$ cat config.mk
export PLATFORM = sky130hd
export DESIGN_NAME = i2c_addr_match
export DESIGN_NICKNAME = d
export VERILOG_FILES = /design/src/rtl/i2c_am_pkg.sv /design/src/rtl/i2c_am_sense.sv /design/src/rtl/i2c_am_regs.sv /design/src/rtl/i2c_am_fsm.sv /design/src/rtl/i2c_addr_match.sv
export SDC_FILE = /design/constraint.sdc
export NUM_CORES = 1
export LEC_CHECK = 0
export ABC_AREA = 1
export CORE_MARGIN = 4
export CORE_UTILIZATION = 38
export DETAILED_ROUTE_END_ITERATION = 16
export GPL_TIMING_DRIVEN = 1
export PLACE_DENSITY = 0.58
export SLEW_MARGIN = 15
export SYNTH_ARGS = -nofsm -noshare
export SYNTH_HDL_FRONTEND = slang
export SYNTH_SLANG_ARGS = --single-unit
$ cat constraint.sdc
create_clock -name clk -period 1.49 [get_ports clk]
set_input_delay 0.298 -clock clk [delete_from_list [all_inputs] [get_ports clk]]
set_output_delay 0.298 -clock clk [all_outputs]
set_load 0.05 [all_outputs]
$ cat src/rtl/i2c_am_pkg.sv
package i2c_am_pkg;
  typedef enum logic [1:0] {
    ST_IDLE   = 2'd0,
    ST_ADDR   = 2'd1,
    ST_ACK    = 2'd2,
    ST_IGNORE = 2'd3
  } am_state_e;

  // fixed prefix of the first byte of a 10-bit address
  localparam logic [4:0] TEN_HDR = 5'b11110;
endpackage

$ cat src/rtl/i2c_am_sense.sv
module i2c_am_sense #(
  parameter int SYNC_STAGES = 2
) (
  input  logic clk,
  input  logic rst_n,
  input  logic scl_i,
  input  logic sda_i,
  output logic scl_level,
  output logic sda_bit,
  output logic scl_rise,
  output logic scl_fall,
  output logic start_det,
  output logic stop_det
);
  logic [SYNC_STAGES-1:0] scl_pipe, sda_pipe;
  logic scl_q, sda_q;

  for (genvar g = 0; g < SYNC_STAGES; g++) begin : g_sync
    if (g == 0) begin : g_first
      always_ff @(posedge clk or negedge rst_n) begin
        if (!rst_n) begin
          scl_pipe[0] <= 1'b1;
          sda_pipe[0] <= 1'b1;
        end else begin
          scl_pipe[0] <= scl_i;
          sda_pipe[0] <= sda_i;
        end
      end
    end else begin : g_next
      always_ff @(posedge clk or negedge rst_n) begin
        if (!rst_n) begin
          scl_pipe[g] <= 1'b1;
          sda_pipe[g] <= 1'b1;
        end else begin
          scl_pipe[g] <= scl_pipe[g-1];
          sda_pipe[g] <= sda_pipe[g-1];
        end
      end
    end
  end

  assign scl_level = scl_pipe[SYNC_STAGES-1];
  assign sda_bit   = sda_pipe[SYNC_STAGES-1];

  always_ff @(posedge clk or negedge rst_n) begin
    if (!rst_n) begin
      scl_q <= 1'b1;
      sda_q <= 1'b1;
    end else begin
      scl_q <= scl_level;
      sda_q <= sda_bit;
    end
  end

  assign scl_rise  = scl_level & ~scl_q;
  assign scl_fall  = ~scl_level & scl_q;
  assign start_det = scl_level & scl_q & sda_q & ~sda_bit;
  assign stop_det  = scl_level & scl_q & ~sda_q & sda_bit;
endmodule

$ cat src/rtl/i2c_am_regs.sv
module i2c_am_regs #(
  parameter int AW = 10,
  parameter int LW = 8,
  parameter int SW = 4,
  parameter logic [SW-1:0] MASK_SEL = 4'b1001
) (
  input  logic          clk,
  input  logic          rst_n,
  input  logic          we,
  input  logic [SW-1:0] sel,
  input  logic [AW-1:0] wdata,
  output logic [AW-1:0] own,
  output logic [LW-1:0] mask
);
  always_ff @(posedge clk or negedge rst_n) begin
    if (!rst_n) begin
      own  <= '0;
      mask <= '1;
    end else if (we) begin
      if (sel == MASK_SEL) mask <= wdata[LW-1:0];
      else                 own  <= wdata;
    end
  end
endmodule

$ cat src/rtl/i2c_am_fsm.sv
module i2c_am_fsm
  import i2c_am_pkg::*;
#(
  parameter int AW = 10,
  parameter int LW = 8
) (
  input  logic          clk,
  input  logic          rst_n,
  input  logic          scl_rise,
  input  logic          scl_fall,
  input  logic          start_det,
  input  logic          stop_det,
  input  logic          sda_bit,
  input  logic          ten_bit,
  input  logic [AW-1:0] own,
  input  logic [LW-1:0] mask,
  output logic          sda_pd,
  output logic          match_stb,
  output logic          rw,
  output logic          ignoring,
  output logic [3:0]    bit_cnt
);
  localparam int HI_W = AW - LW;
  localparam logic [3:0] LAST_BIT = 4'(LW - 1);
  localparam logic [3:0] ACK_SLOT = 4'(LW);

  am_state_e      st;
  logic [LW-1:0]  shreg, byte_in;
  logic           second, hi_ok;
  logic           ack_p, full_p, rw_p, low_p;
  logic           m7, hdr_ok, lo_ok;
  logic           d_ack, d_full, d_rw, d_low;

  assign byte_in = {shreg[LW-2:0], sda_bit};
  assign m7      = (((byte_in[LW-1:1] ^ own[LW-1:1]) & mask[LW-1:1]) == '0);
  assign hdr_ok  = (byte_in[LW-1:3] == TEN_HDR) && (byte_in[2:1] == own[AW-1:AW-HI_W]);
  assign lo_ok   = (((byte_in ^ own[LW-1:0]) & mask) == '0);

  always_comb begin
    d_ack  = 1'b0;
    d_full = 1'b0;
    d_rw   = byte_in[0];
    d_low  = 1'b0;
    if (!ten_bit) begin
      d_ack  = m7;
      d_full = m7;
    end else if (!second) begin
      if (hdr_ok && !byte_in[0]) begin
        d_ack = 1'b1;
        d_low = 1'b1;
      end else if (hdr_ok && hi_ok) begin
        d_ack  = 1'b1;
        d_full = 1'b1;
      end
    end else begin
      d_ack  = lo_ok;
      d_full = lo_ok;
      d_rw   = 1'b0;
    end
  end

  assign ignoring = (st == ST_IGNORE);

  always_ff @(posedge clk or negedge rst_n) begin
    if (!rst_n) begin
      st        <= ST_IDLE;
      shreg     <= '0;
      bit_cnt   <= '0;
      second    <= 1'b0;
      hi_ok     <= 1'b0;
      ack_p     <= 1'b0;
      full_p    <= 1'b0;
      rw_p      <= 1'b0;
      low_p     <= 1'b0;
      sda_pd    <= 1'b0;
      match_stb <= 1'b0;
      rw        <= 1'b0;
    end else begin
      match_stb <= 1'b0;
      if (start_det) begin
        st      <= ST_ADDR;
        bit_cnt <= '0;
        second  <= 1'b0;
        sda_pd  <= 1'b0;
      end else if (stop_det) begin
        st      <= ST_IDLE;
        bit_cnt <= '0;
        second  <= 1'b0;
        sda_pd  <= 1'b0;
        hi_ok   <= 1'b0;
      end else begin
        unique case (st)
          ST_ADDR: begin
            if (scl_rise) begin
              shreg <= byte_in;
              if (bit_cnt == LAST_BIT) begin
                ack_p   <= d_ack;
                full_p  <= d_full;
                rw_p    <= d_rw;
                low_p   <= d_low;
                bit_cnt <= ACK_SLOT;
                // a new 10-bit write header voids any earlier read permission
                if (ten_bit && !second && !byte_in[0]) hi_ok <= 1'b0;
                if (ten_bit && second && lo_ok)        hi_ok <= 1'b1;
              end else begin
                bit_cnt <= bit_cnt + 4'd1;
              end
            end else if (scl_fall && bit_cnt == ACK_SLOT) begin
              st        <= ST_ACK;
              sda_pd    <= ack_p;
              match_stb <= full_p;
              if (full_p) rw <= rw_p;
            end
          end
          ST_ACK: begin
            if (scl_fall) begin
              sda_pd  <= 1'b0;
              bit_cnt <= '0;
              if (ack_p && low_p) begin
                st     <= ST_ADDR;
                second <= 1'b1;
              end else begin
                st <= ST_IGNORE;
              end
            end
          end
          default: ;
        endcase
      end
    end
  end
endmodule

$ cat src/rtl/i2c_addr_match.sv
module i2c_addr_match #(
  parameter int SYNC_STAGES = 2,
  parameter int ADDR_W = 10,
  parameter int LOW_W = 8,
  parameter int SEL_W = 4,
  parameter logic [SEL_W-1:0] MASK_SEL = 4'b1001
) (
  input  logic             clk,
  input  logic             rst_n,
  input  logic             scl_i,
  input  logic             sda_i,
  input  logic             ten_bit_i,
  input  logic             cfg_we_i,
  input  logic [SEL_W-1:0] cfg_sel_i,
  input  logic [ADDR_W-1:0] cfg_wdata_i,
  output logic             sda_pd_o,
  output logic             match_o,
  output logic             rw_o
);
  logic scl_level, sda_bit, scl_rise, scl_fall, start_det, stop_det;
  logic [ADDR_W-1:0] own;
  logic [LOW_W-1:0]  mask;
  logic              ignoring;
  logic [3:0]        bit_cnt;

  i2c_am_sense #(.SYNC_STAGES(SYNC_STAGES)) u_sense (
    .clk(clk), .rst_n(rst_n), .scl_i(scl_i), .sda_i(sda_i),
    .scl_level(scl_level), .sda_bit(sda_bit), .scl_rise(scl_rise),
    .scl_fall(scl_fall), .start_det(start_det), .stop_det(stop_det)
  );

  i2c_am_regs #(.AW(ADDR_W), .LW(LOW_W), .SW(SEL_W), .MASK_SEL(MASK_SEL)) u_regs (
    .clk(clk), .rst_n(rst_n), .we(cfg_we_i), .sel(cfg_sel_i),
    .wdata(cfg_wdata_i), .own(own), .mask(mask)
  );

  i2c_am_fsm #(.AW(ADDR_W), .LW(LOW_W)) u_fsm (
    .clk(clk), .rst_n(rst_n), .scl_rise(scl_rise), .scl_fall(scl_fall),
    .start_det(start_det), .stop_det(stop_det), .sda_bit(sda_bit),
    .ten_bit(ten_bit_i), .own(own), .mask(mask), .sda_pd(sda_pd_o),
    .match_stb(match_o), .rw(rw_o), .ignoring(ignoring), .bit_cnt(bit_cnt)
  );
endmodule

==> Implementation_results.wiki <==
{| class="wikitable"
! Metric !! Value
|-
| Register area share after synthesis || 52.59%
|-
| Chip height || between 80 and 90 um
|-
| Crit path max fanout || 7
|-
| Syn_nets || 270
|-
| Final Hold Slack || 358.5 ps
|-
| Final Skew || around 4.0 ps
|-
| Core Util, Final || roughly half
|-
| Number of warning messages in the yosys log || 0
|-
| Pre-CTS worst setup slack || -167.8 ps
|-
| Number of cells on the worst reg-to-reg path || 6
|-
| Final Hold Vio Count || 0
|-
| Post-detailed-route via-to-cell ratio || 4.681
|-
| Mean Syn Cell Area || roughly 9 um^2
|-
| Total leakage power || around 1.3 nW
|-
| Max Root-Sink Buffers || 2
|-
| Wire length of the first global-routing pass || around 7.5 mm
|-
| Post-synthesis register bit count || 46
|-
| Final setup violation count || 0
|-
| DRT iter0 DRCs || 67
|-
| Area growth syn-to-layout || 25.23%
|-
| Max transition margin || a little under three quarters
|-
| Worst-path cell chain || nor2_4 > nor2_2 > nor2_4 > a21oi_4 > buf_4 > o21ai_2
|-
| Cell occurring most often along the worst timing path || sky130_fd_sc_hd__nor2_4
|-
| Average wire per cell in the routed design || about 12 um
|-
| Gp weighted congestion || 0.8143
|-
| Area enclosed by the die boundary || 7135 um^2
|-
| Top_reg_cell synth || sky130_fd_sc_hd__dfrtp_1
|-
| Number of max-cap violations || 0
|-
| Die X-Extent || 84.47 um
|-
| Total number of H-tree levels || 2
|-
| Largest stage delay on the critical path || 600 ps
|-
| Clock period minus final worst setup slack || 1419 ps
|-
| Hold-critical path depth || 0
|-
| Largest net degree at the start of global routing || 30
|-
| Port buffer count || 22
|-
| Data required time of the critical path || 1670 ps
|-
| Register Area || approximately 1200 um^2
|-
| RSZ-0062 raised after global routing || yes
|-
| Total power || approximately 4.2 mW
|-
| Post-synthesis instance total || ~250
|-
| Number of antenna-violating nets in the routed design || 0
|-
| GRT Overall Usage || 13.17%
|-
| Number of ports placed on the die boundary || 23
|-
| Clock Root Buffer || sky130_fd_sc_hd__clkbuf_8
|-
| Tcrit/Tclk final || 95.23%
|-
| Total grt overflow || 0
|-
| Starting density of the core || 39.87%
|-
| Iteration count of the initial detailed-routing pass || 6
|-
| Fin worst setup slack || 71.13 ps
|-
| Count of flip-flops with a built-in enable after synthesis || 0
|-
| Kind of end point of the critical path || register
|-
| Proportion of synthesized flip-flops having asynchronous set or reset || 100.0%
|-
| Area of the core || 5574 um^2
|-
| Floorplan row count || 27
|-
| Maximum frequency from static timing analysis || 704.8 MHz
|-
| Data arrival, critical path || 1600 ps
|-
| Vias in the first global route || 1639
|-
| Antenna Cells || 0
|-
| CTS tree || done
|-
| NumNets Final || 308
|-
| Power per standard cell area || 1524 nW/um^2
|-
| Number of unique standard cell types used by synthesis || 29
|-
| Launching element type of the critical path || register
|-
| Slowest-stage cell, CP || sky130_fd_sc_hd__dfstp_2
|-
| Critical Setup Path Class || register to register
|-
| Clock slew at reported path FFs || 80 ps
|-
| DRC violation count after routing || 0
|-
| Result of the run || completed
|-
| Number of antenna violations at the first check in global routing || 0
|-
| Total detailed-routing wirelength || roughly 4.3 mm
|-
| Actual transition at the worst max-transition pin || 421.4 ps
|-
| Mapped Area || roughly 2200 um^2
|-
| Fraction of final layout cells sized beyond drive strength 1 || 26.32%
|-
| Worst voltage drop across the vdd grid || 641.7 uV
|-
| Final slew viol count || 0
|-
| Final HPWL DP || 3.325 mm
|-
| Total vias in the final route || 1671
|-
| TritonCTS buffer count || 5
|-
| Tightest Hold Check Type || register to register
|-
| Clock network latency to the later pin of the worst-skew pair || roughly 290 ps
|-
| Setup total negative slack || 0 ps
|-
| Number of fill cells || 546
|-
| Area of combinational cells with multiple inputs || 939.7 um^2
|-
| Count of clock tree sinks || 46
|}
-- power breakdown --
part | switching (mW) | internal [mW]
Combinational | 0.853 | 0.678
Clock | 0.394 | 0.502
Sequential | 0.236 | 1.58
Total | 1.48 | 2.76
-- flip-flops by register name, indices dropped and copies added, names as in the netlist, 2 cells and up --
name	count
u_fsm.bit_cnt	4
u_fsm.shreg	7
u_fsm.st	2
u_regs.mask	8
u_regs.own	10
-- logic make-up after synthesis --
logic type | share of synthesized area, %
AO/OA/AOI/OAI | 9.179
buffers and inverters | 6.588
XOR/XNOR | 0.3942
adder cells (fa/ha/maj) | 2.252
multiplexers | 4.561
flip-flops | 52.59
AND/OR/NAND/NOR | 24.44
-- synthesized netlist by cell type, types with 2 or more instances --
cell type,count,area [um^2]
sky130_fd_sc_hd__nand3_1,20,100.1
sky130_fd_sc_hd__inv_2,5,18.77
sky130_fd_sc_hd__o21ai_2,2,17.52
sky130_fd_sc_hd__dfrtp_1,32,800.8
sky130_fd_sc_hd__nand4_1,3,18.77
sky130_fd_sc_hd__o21ai_1,4,20.02
sky130_fd_sc_hd__a21oi_1,12,60.06
sky130_fd_sc_hd__inv_1,31,116.4
sky130_fd_sc_hd__nor2_4,3,33.78
sky130_fd_sc_hd__dfstp_2,14,367.9
sky130_fd_sc_hd__nor2_1,23,86.33
sky130_fd_sc_hd__nand3_2,3,30.03
sky130_fd_sc_hd__mux2_2,9,101.4
sky130_fd_sc_hd__nand2_1,57,214.0
sky130_fd_sc_hd__ha_1,4,50.05
sky130_fd_sc_hd__nor2_2,3,18.77
sky130_fd_sc_hd__a21oi_4,2,32.53
sky130_fd_sc_hd__o21ai_0,8,40.04
-- metal layers --
layer	wire length [um]	part of all wire [%]	vias to the layer above	track usage, %
met5	0	0	-	0
met4	59	1.4	0	3.885
met3	133	3.1	5	3.435
met2	2000	47	19	20.95
met1	2086	49	783	17.76
li1	-	-	864	-
-- metrics by stage --
| stage | instance area [um^2] | cells |
|---|---|---|
| after floorplan | 2222 | 246 |
| after global placement | 2611 | 345 |
| after detailed placement | 2611 | 345 |
| after CTS | 2728 | 354 |
| after global routing | 2783 | 357 |
| final | 2783 | 357 |
-- critical path, delay by kind of cell (launching register included) --
kind | cells | cell delay, ps
flops | 1 | 600
compound gates | 2 | 290
simple gates | 3 | 270
buf+inv | 1 | 150
-- placed cells by master (no fill, tap or decap), drive strengths merged --
master / count
o21a: 1
mux2: 9
or2: 1
nand2: 59
dfrtp: 32
inv: 36
buf: 14
bufinv: 1
nor2: 29
nand4: 3
a21oi: 14
ha: 4
xor2: 1
a31oi: 1
dlygate4sd3: 1
dfstp: 14
clkbuf: 7
o31ai: 1
clkdlybuf4s50: 18
o211ai: 1
nand3: 24
o21ai: 14
-- final timing paths --
| kind | slack [ps] | to | start |
|---|---|---|---|
| setup reg to reg | 70 | u_fsm.bit_cnt[3] | u_sense.scl_level |
| min in group asynchronous | 480 | u_regs.own[1] | rst_n |
| hold reg to reg | 360 | u_sense.scl_level | u_sense.scl_pipe[0] |
| max in group asynchronous | 460 | u_regs.mask[4] | rst_n |
| setup / recovery | 70 | u_fsm.bit_cnt[3] | u_sense.scl_level |
| hold / removal | 360 | u_sense.scl_level | u_sense.scl_pipe[0] |
-- cell type report --
cell class	instances	area share, %
clock inverter	1	1.079
multi-input combinational	162	33.77
sequential	46	42.00
timing repair buffer	33	12.32
clock buffer	7	2.743
inverter	36	4.856
tap	72	3.237
-- what timing repair did --
item	in CTS	in global routing
hold buffers	1	0
setup buffers	0	3
setup endpoints to repair	0	7
gates resized for setup	0	11
hold endpoints to repair	9	0
No activity file was read; power rests on OpenSTA's default activity.
